`config.mk`:
```
export PLATFORM = sky130hd
export DESIGN_NAME = evt_router
export DESIGN_NICKNAME = d
export VERILOG_FILES = /design/src/rtl/evt_router.sv
export SDC_FILE = /design/constraint.sdc
export NUM_CORES = 2
export LEC_CHECK = 0
export BUFFER_PORTS_ARGS = -buffer_cell sky130_fd_sc_hd__buf_2
export CORE_UTILIZATION = 30
export DETAILED_ROUTE_END_ITERATION = 10
export SYNTH_ARGS = -nofsm -noshare
export SYNTH_HDL_FRONTEND = slang
export SYNTH_SLANG_ARGS = --single-unit
```
`constraint.sdc`:
```
create_clock -name clk -period 6.1 [get_ports clk]
set_input_delay 1.22 -clock clk [delete_from_list [all_inputs] [get_ports clk]]
set_output_delay 1.22 -clock clk [all_outputs]
set_load 0.01 [all_outputs]
```
`src/rtl/evt_router.sv`:
```
module evt_router #(
  parameter int NCH  = 12,
  parameter int NSRC = 64,
  parameter int NSIG = 8,
  parameter int NPIN = 4,
  parameter int AW   = 10
) (
  input  logic                 clk,
  input  logic                 rst_n,
  input  logic                 wr_en,
  input  logic [AW-1:0]        addr,
  input  logic [31:0]          wdata,
  output logic [31:0]          rdata,
  input  logic [NSRC*NSIG-1:0] prod_in,
  output logic [NCH-1:0]       chan_out,
  output logic [NPIN-1:0]      pin_out,
  output logic [2:0]           pin_loc
);
  localparam int SRCW = $clog2(NSRC);
  localparam int SIGW = $clog2(NSIG);
  localparam int CTRL_BASE = 4;

  logic [NCH-1:0][SIGW-1:0] sig_q;
  logic [NCH-1:0][SRCW-1:0] src_q;
  logic [NCH-1:0][1:0]      mode_q;
  logic [NCH-1:0]           async_q, level_q, pulse_q, prev_q;
  logic [NCH-1:0]           sel, hw;
  logic [NPIN-1:0]          pen_q;
  logic [2:0]               loc_q;
  int                       widx;

  assign widx = int'(addr[AW-1:2]);

  always_comb begin
    for (int i = 0; i < NCH; i++)
      sel[i] = (src_q[i] == '0) ? 1'b0 : prod_in[{src_q[i], sig_q[i]}];
  end

  always_comb begin
    for (int i = 0; i < NCH; i++) begin
      case (mode_q[i])
        2'd0:    hw[i] = sel[i];
        2'd1:    hw[i] = sel[i] & ~prev_q[i];
        2'd2:    hw[i] = ~sel[i] & prev_q[i];
        default: hw[i] = sel[i] ^ prev_q[i];
      endcase
      if (async_q[i]) hw[i] = sel[i];
    end
  end

  assign chan_out = hw ^ level_q ^ pulse_q;
  assign pin_out  = chan_out[NPIN-1:0] & pen_q;
  assign pin_loc  = loc_q;

  always_ff @(posedge clk) begin
    if (!rst_n) begin
      sig_q   <= '0;
      src_q   <= '0;
      mode_q  <= '0;
      async_q <= '0;
      level_q <= '0;
      pulse_q <= '0;
      prev_q  <= '0;
      pen_q   <= '0;
      loc_q   <= '0;
    end else begin
      prev_q  <= sel;
      pulse_q <= (wr_en && widx == 0) ? wdata[NCH-1:0] : '0;
      if (wr_en && widx == 1) level_q <= wdata[NCH-1:0];
      if (wr_en && widx == 2) begin
        pen_q <= wdata[NPIN-1:0];
        loc_q <= wdata[10:8];
      end
      for (int i = 0; i < NCH; i++) begin
        if (wr_en && widx == CTRL_BASE + i) begin
          sig_q[i]   <= wdata[SIGW-1:0];
          src_q[i]   <= wdata[16 +: SRCW];
          mode_q[i]  <= wdata[25:24];
          async_q[i] <= wdata[28];
        end
      end
    end
  end

  always_comb begin
    rdata = '0;
    if (widx == 1) rdata[NCH-1:0] = level_q;
    if (widx == 2) begin
      rdata[NPIN-1:0] = pen_q;
      rdata[10:8]     = loc_q;
    end
    for (int i = 0; i < NCH; i++) begin
      if (widx == CTRL_BASE + i) begin
        rdata[SIGW-1:0]   = sig_q[i];
        rdata[16 +: SRCW] = src_q[i];
        rdata[25:24]      = mode_q[i];
        rdata[28]         = async_q[i];
      end
    end
  end

  wire unused_bits = ^{wdata, addr[1:0]};
endmodule


```
# Yosys cells after proc, flatten, opt, wreduce, memory -nomap -nowiden
# Cells that the tools add are included.
[totals]
reg_bits = 187
latchBits = 0
ram_bits = 0
romBits = 0
inputBits = 557
elab_cells = 318
mem_count = 0
[op_classes]
add_sub_neg = 0
mul = 0
n_div = 0
magnitude_cmp = 12
n_eq_ne = 38
shift = 0
mux = 111
n_bitwise = 63
n_reduce_logical = 41
[ops]
columns = ["op", "count"]
rows = [
  ["$lt 9x10->1 const B", 12],
  ["$bmux 1 s9", 12],
  ["$logic_not 6->1", 12],
  ["$mux 6", 12],
  ["$eq 8x5->1 const B", 8],
  ["$mux 1", 48],
  ["$mux 3", 13],
  ["$pmux 1 s3", 12],
  ["$eq 8x4->1 const B", 4],
  ["$logic_not 32->1", 1],
  ["$and 1x1->1", 24],
  ["$eq 2x1->1 const B", 12],
  ["$eq 2x2->1 const B", 12],
  ["$logic_not 2->1", 12],
  ["$mux 2", 12],
  ["$not 1->1", 24],
  ["$xor 12x12->12", 2],
  ["$logic_and 1x1->1", 15],
  ["$mux 12", 1],
  ["$xor 1x1->1", 12],
  ["$eq 8x2->1 const B", 1],
  ["$eq 8x3->1 const B", 1],
  ["$and 4x4->4", 1],
  ["$mux 4", 1],
  ["$reduce_and 2->1", 1],
]

# Depth between registers and ports, before layout
[depth]
depth_word = 15
depth_mapped = 21
mapped_depth_nobuf = 17

# Worst setup path after synthesis
# Ideal clock, no wire load.
[synth_timing]
path_type = "input port to output port"
startpoint = "input port prod_in[107]"
endpoint = "output port chan_out[7]"
arrival_time_ns = 4.435
required_time_ns = 4.880
setup_slack_ns = 0.445
path_stages = 16
cell_sequence = "clkbuf_1 -> mux4_2 -> mux4_2 -> and3_1 -> o311a_1 -> o21ai_0 -> nand2_1 -> ha_1 -> nand2_1 -> o21ai_0 -> a21oi_1 -> nor2_1 -> nor3_1 -> a21oi_1 -> o31ai_1 -> a211oi_1"
[synth_between]
elab_chain_len = 9
elab_cells_between_ends = 11
[synth_rtl]
columns = ["item", "line", "rtl"]
rows = [
  ["from (decl)", "14", "input logic [NSRC*NSIG-1:0] prod_in,"],
  ["$bmux 1 s9 *", "36", "sel[i] = (src_q[i] == '0) ? 1'b0 : prod_in[{src_q[i], sig_q[i]}];"],
  ["$mux 1 (implied by the code) *", "36", ""],
  ["$mux 1 *", "36", ""],
  ["via sel[7]", "27", "logic [NCH-1:0] sel, hw;"],
  ["$not 1->1", "44", "2'd2: hw[i] = ~sel[i] & prev_q[i];"],
  ["$and 1x1->1", "44", ""],
  ["$pmux 1 s3", "41", "case (mode_q[i])"],
  ["$mux 1 *", "47", "if (async_q[i]) hw[i] = sel[i];"],
  ["$xor 12x12->12 * (2 in a row)", "51", "assign chan_out = hw ^ level_q ^ pulse_q;"],
  ["to (decl)", "15", "output logic [NCH-1:0] chan_out,"],
]
# The timed path passes the listed nets; every way through them passes the cells marked *. The select of a mux whose other input is x is not followed.

# Worst setup path after layout
[layout_timing]
startpoint = "register src_q[66] in the netlist's numbering"
endpoint = "output port chan_out[11]"
[layout_between]
elab_chain_len = 9
elab_cells_between_ends = 12
[layout_rtl]
columns = ["item", "line", "rtl"]
rows = [
  ["from (decl)", "24", "logic [NCH-1:0][SRCW-1:0] src_q;"],
  ["from (signal, indexed assignment)", "77", "src_q[i] <= wdata[16 +: SRCW];"],
  ["$bmux 1 s9", "36", ""],
  ["$mux 1 (implied by the code)", "36", ""],
  ["$mux 1 *", "36", ""],
  ["via sel[11]", "27", ""],
  ["$not 1->1", "44", ""],
  ["$and 1x1->1", "44", ""],
  ["$pmux 1 s3", "41", ""],
  ["$mux 1 *", "47", ""],
  ["$xor 12x12->12 * (2 in a row)", "51", ""],
]
# Marks and branches as above.

==> run_summary.xml <==
<?xml version="1.0" encoding="UTF-8"?>
<metrics>
  <group name="min_path">
    <metric name="whs_path_depth" unit="">2</metric>
    <metric name="timing.hold.worst.start" unit="">level_q[1]</metric>
    <metric name="hold_class" unit="">reg -&gt; reg</metric>
  </group>
  <group name="timing">
    <metric name="finalHoldViolCount" unit="">0</metric>
    <metric name="drv_slew" unit="">0</metric>
    <metric name="finalSetupViolations" unit="">12</metric>
    <metric name="layout_worst_path_cycle_share" unit="%">106</metric>
    <metric name="worst_pin_slew" unit="ns">1.33</metric>
    <metric name="relSlewSlack" unit="%">11.0</metric>
    <metric name="postLayoutSetupSlackWorst" unit="ns">-0.349</metric>
    <metric name="rsz0062_at_grt" unit="">yes</metric>
    <metric name="finalClockSkew" unit="ns">0.0130</metric>
    <metric name="final.hold.worst_slack" unit="ns">0.488</metric>
    <metric name="fmax" unit="GHz">0.155</metric>
    <metric name="final_worst_path_period_need" unit="ns">6.45</metric>
  </group>
  <group name="cts">
    <metric name="clock_tree_from_tritoncts" unit="">built</metric>
    <metric name="cts_hold_repair.buffers" unit="">0</metric>
    <metric name="tritoncts_num_sinks" unit="">187</metric>
    <metric name="tritoncts.num_buffers" unit="">17</metric>
    <metric name="worst_skew_pair.late_latency" unit="ns">0.51</metric>
    <metric name="root_buffer" unit="">sky130_fd_sc_hd__clkbuf_16</metric>
    <metric name="htree_levels" unit="">4</metric>
    <metric name="cts.reportedPaths.clkPinSlew" unit="ns">0.08</metric>
    <metric name="clk_path_buf_depth" unit="">2</metric>
  </group>
  <group name="layout">
    <metric name="post_route_cells_drive_above_1_share" unit="%">62.7</metric>
    <metric name="design.final.nets" unit="">7199</metric>
    <metric name="syn2layout_area_growth" unit="%">32.0</metric>
  </group>
  <group name="critical_path">
    <metric name="crit_start" unit="">src_q[66]</metric>
    <metric name="crit_fanout" unit="">12</metric>
    <metric name="r2r_setup_slack" unit="ns">2.31</metric>
    <metric name="setup.worst_path.start_class" unit="">register</metric>
    <metric name="required" unit="ns">4.88</metric>
    <metric name="r2r_start" unit="">src_q[66]</metric>
    <metric name="worst_ep_arrival_time" unit="ns">5.23</metric>
    <metric name="timing.setup.critical_path_class" unit="">reg -&gt; out</metric>
    <metric name="timing.reg2reg.worst_path_depth" unit="">11</metric>
    <metric name="capturing_element_type_of_the_critical_path" unit="">output pin</metric>
  </group>
  <group name="synthesis">
    <metric name="ys_seq_elements" unit="">187</metric>
    <metric name="syn_area_cell" unit="um2">11.0</metric>
    <metric name="ys_dominant_reg_cell" unit="">sky130_fd_sc_hd__dfxtp_1</metric>
    <metric name="synth.distinct_cells" unit="">80</metric>
    <metric name="yosysWarningCount" unit="">0</metric>
    <metric name="synth_edf_count" unit="">0</metric>
    <metric name="postSynth.asyncResetShare" unit="%">0</metric>
    <metric name="syn-cell-area" unit="um2">61200</metric>
    <metric name="synth-seq-area-share" unit="%">6.11</metric>
    <metric name="synth_instances" unit="">5552</metric>
  </group>
  <group name="floorplan">
    <metric name="initial_core_util" unit="%">30.2</metric>
    <metric name="chipHeight" unit="um">454</metric>
    <metric name="die_w" unit="um">454</metric>
    <metric name="total_i_o_pin_count" unit="">608</metric>
    <metric name="core_outline_area" unit="um2">203000</metric>
    <metric name="die_area" unit="um2">206000</metric>
    <metric name="core.rowCount" unit="">165</metric>
  </group>
  <group name="power_and_ir_drop">
    <metric name="powerDensity" unit="nW/um2">66.8</metric>
    <metric name="p_total" unit="uW">5400</metric>
    <metric name="vdd_ir_drop_max" unit="V">0.000236</metric>
    <metric name="leakagePower" unit="uW">0.0262</metric>
  </group>
  <group name="drt">
    <metric name="drc" unit="">0</metric>
    <metric name="routed-via-count" unit="">71900</metric>
    <metric name="post_drt_via_cell_ratio" unit="">7.68</metric>
    <metric name="drt_first_pass_iters" unit="">10</metric>
    <metric name="drt-initial-drc-count" unit="">13300</metric>
    <metric name="finalWirelength" unit="um">477000</metric>
    <metric name="drtAntennaViolNets" unit="">0</metric>
    <metric name="drt-wirelength-per-cell" unit="um">50.9</metric>
  </group>
  <group name="global_route">
    <metric name="first_global_vias" unit="">66100</metric>
    <metric name="globalRoute.totalOverflow" unit="">0</metric>
    <metric name="first_pass_grt_wire_length" unit="um">621000</metric>
    <metric name="number_of_antenna_violations_at_the_first_check_in_global_routing" unit="">82</metric>
    <metric name="grt_start_max_net_pins" unit="">82</metric>
    <metric name="global_routing_usage_summed_across_all_routing_layers" unit="%">44.7</metric>
  </group>
  <group name="placement">
    <metric name="final_hpwl_dp" unit="um">355000</metric>
    <metric name="portBuffers" unit="">583</metric>
    <metric name="gp_routability_congestion" unit="">1.13</metric>
  </group>
  <group name="job">
    <metric name="cap_violations" unit="">0</metric>
  </group>
  <group name="run_status">
    <metric name="run_status" unit="">complete, but fails checks</metric>
    <metric name="violations" unit="">negative setup slack</metric>
  </group>
</metrics>
## power by group
part | internal, uW | switching [uW] | total, uW
sequential | 1200 | 5.31 | 1210
clock | 559 | 660 | 1220
combinational | 1400 | 1570 | 2970
total | 3170 | 2230 | 5400
## cells in the mapped netlist, types with 56 or more instances
master	instances	share of area, %
sky130_fd_sc_hd__o21ai_0	72	0.59
sky130_fd_sc_hd__nor2b_1	85	0.87
sky130_fd_sc_hd__clkbuf_1	797	4.9
sky130_fd_sc_hd__dfxtp_1	187	6.1
sky130_fd_sc_hd__mux4_2	1555	57
sky130_fd_sc_hd__nor3_1	56	0.46
sky130_fd_sc_hd__buf_1	101	0.62
sky130_fd_sc_hd__nor2_1	148	0.91
sky130_fd_sc_hd__a22oi_1	200	2.5
sky130_fd_sc_hd__mux2_2	71	1.3
sky130_fd_sc_hd__buf_2	188	1.5
sky130_fd_sc_hd__mux2i_1	368	6.0
sky130_fd_sc_hd__o22ai_1	63	0.64
sky130_fd_sc_hd__nand2_1	428	2.6
sky130_fd_sc_hd__a21oi_1	275	2.2
sky130_fd_sc_hd__nand3_1	156	1.3
## registers in the layout (all words and copies together), names as in the netlist
signal	count
pin_loc	3
mode_q	24
sig_q	36
pulse_q	12
pen_q	4
src_q	72
prev_q	12
async_q	12
level_q	12
## cell families (layout without fill, tap and decap cells)
kind of cell / Yosys count / count (layout) / share of synthesized area (%)
compound gates: 1006 / 1006 / 11.3
fa+ha+maj: 24 / 24 / 0.490
other cells: 1 / 75 / 0.00612
simple gates: 1100 / 1100 / 8.64
flops: 187 / 187 / 6.11
mux: 2002 / 2002 / 64.9
xor+xnor: 17 / 17 / 0.243
buf+inv: 1215 / 2284 / 8.33
## worst paths after layout
path	to
setup reg to reg	prev_q[11]
setup / recovery	chan_out[11]
hold / removal	level_q[1]
hold reg to reg	level_q[1]
## worst max-delay path, cell delays in order (launching register included)
cell,delay [ns]
sky130_fd_sc_hd__dfxtp_1,0.69
sky130_fd_sc_hd__buf_4,0.43
sky130_fd_sc_hd__inv_1,0.37
sky130_fd_sc_hd__nand2_1,0.40
sky130_fd_sc_hd__buf_4,0.26
sky130_fd_sc_hd__o311ai_0,0.16
sky130_fd_sc_hd__nor4_1,0.67
sky130_fd_sc_hd__o41ai_4,0.17
sky130_fd_sc_hd__buf_4,0.20
sky130_fd_sc_hd__o21a_1,0.11
sky130_fd_sc_hd__inv_1,0.07
sky130_fd_sc_hd__ha_1,0.22
sky130_fd_sc_hd__nand2_1,0.08
sky130_fd_sc_hd__o211ai_1,0.10
sky130_fd_sc_hd__a21oi_2,0.22
sky130_fd_sc_hd__nor2_1,0.06
sky130_fd_sc_hd__o211ai_1,0.13
sky130_fd_sc_hd__o211ai_1,0.15
sky130_fd_sc_hd__buf_2,0.17
## what timing repair did
action                                  4_1_cts  5_1_grt
buffers inserted                             79       85
pin swaps                                    53      120
gates resized for setup                     260      342
endpoints found under the setup margin       16       16
cloned                                       11        8
## metal layers
layer,vias to the layer above,GRT usage [%],share of wire (%)
met5,-,0.630,0.11
met4,46,35.7,11
met2,7624,63.2,41
met1,36900,52.8,33
met3,2148,18.9,15
li1,25200,-,-
## cell usage in the layout, fill, tap and decap left out, drive strengths merged, types with 42 or more instances in the layout
cell,n
o22ai,63
buf,2170
a21oi,275
mux4,1563
mux2i,368
nand2b,42
dfxtp,187
inv,64
a211oi,42
nand2,429
mux2,71
a22oi,200
nor2b,85
nor3,56
o21ai,72
nand3,156
nor2,148
diode,64
## layout make-up
class / count / area, um2
antenna: 64 / 160
clock buffer: 18 / 439
clock inverter: 14 / 150
fill: 19400 / 122000
inverter: 64 / 253
multi-input combinational: 4160 / 53900
sequential: 187 / 3890
tap: 2672 / 3340
timing repair buffer: 2188 / 18700
## metrics by stage
step           setup WS (ns)  setup TNS (ns)  util [%]  area [um2]  cells
2_1_floorplan          0.445               0         -       61300   5562
3_3_place_gp          -0.679           -3.64      37.3       75500   9095
3_5_place_dp          -0.660           -3.94      37.3       75500   9095
4_1_cts               -0.128          -0.362      38.7       78400   9216
5_1_grt               -0.286           -1.91      39.9       80700   9321
6_report              -0.349           -1.82      39.9       80800   9367
Note: power is estimated with default switching activity, not from simulation.
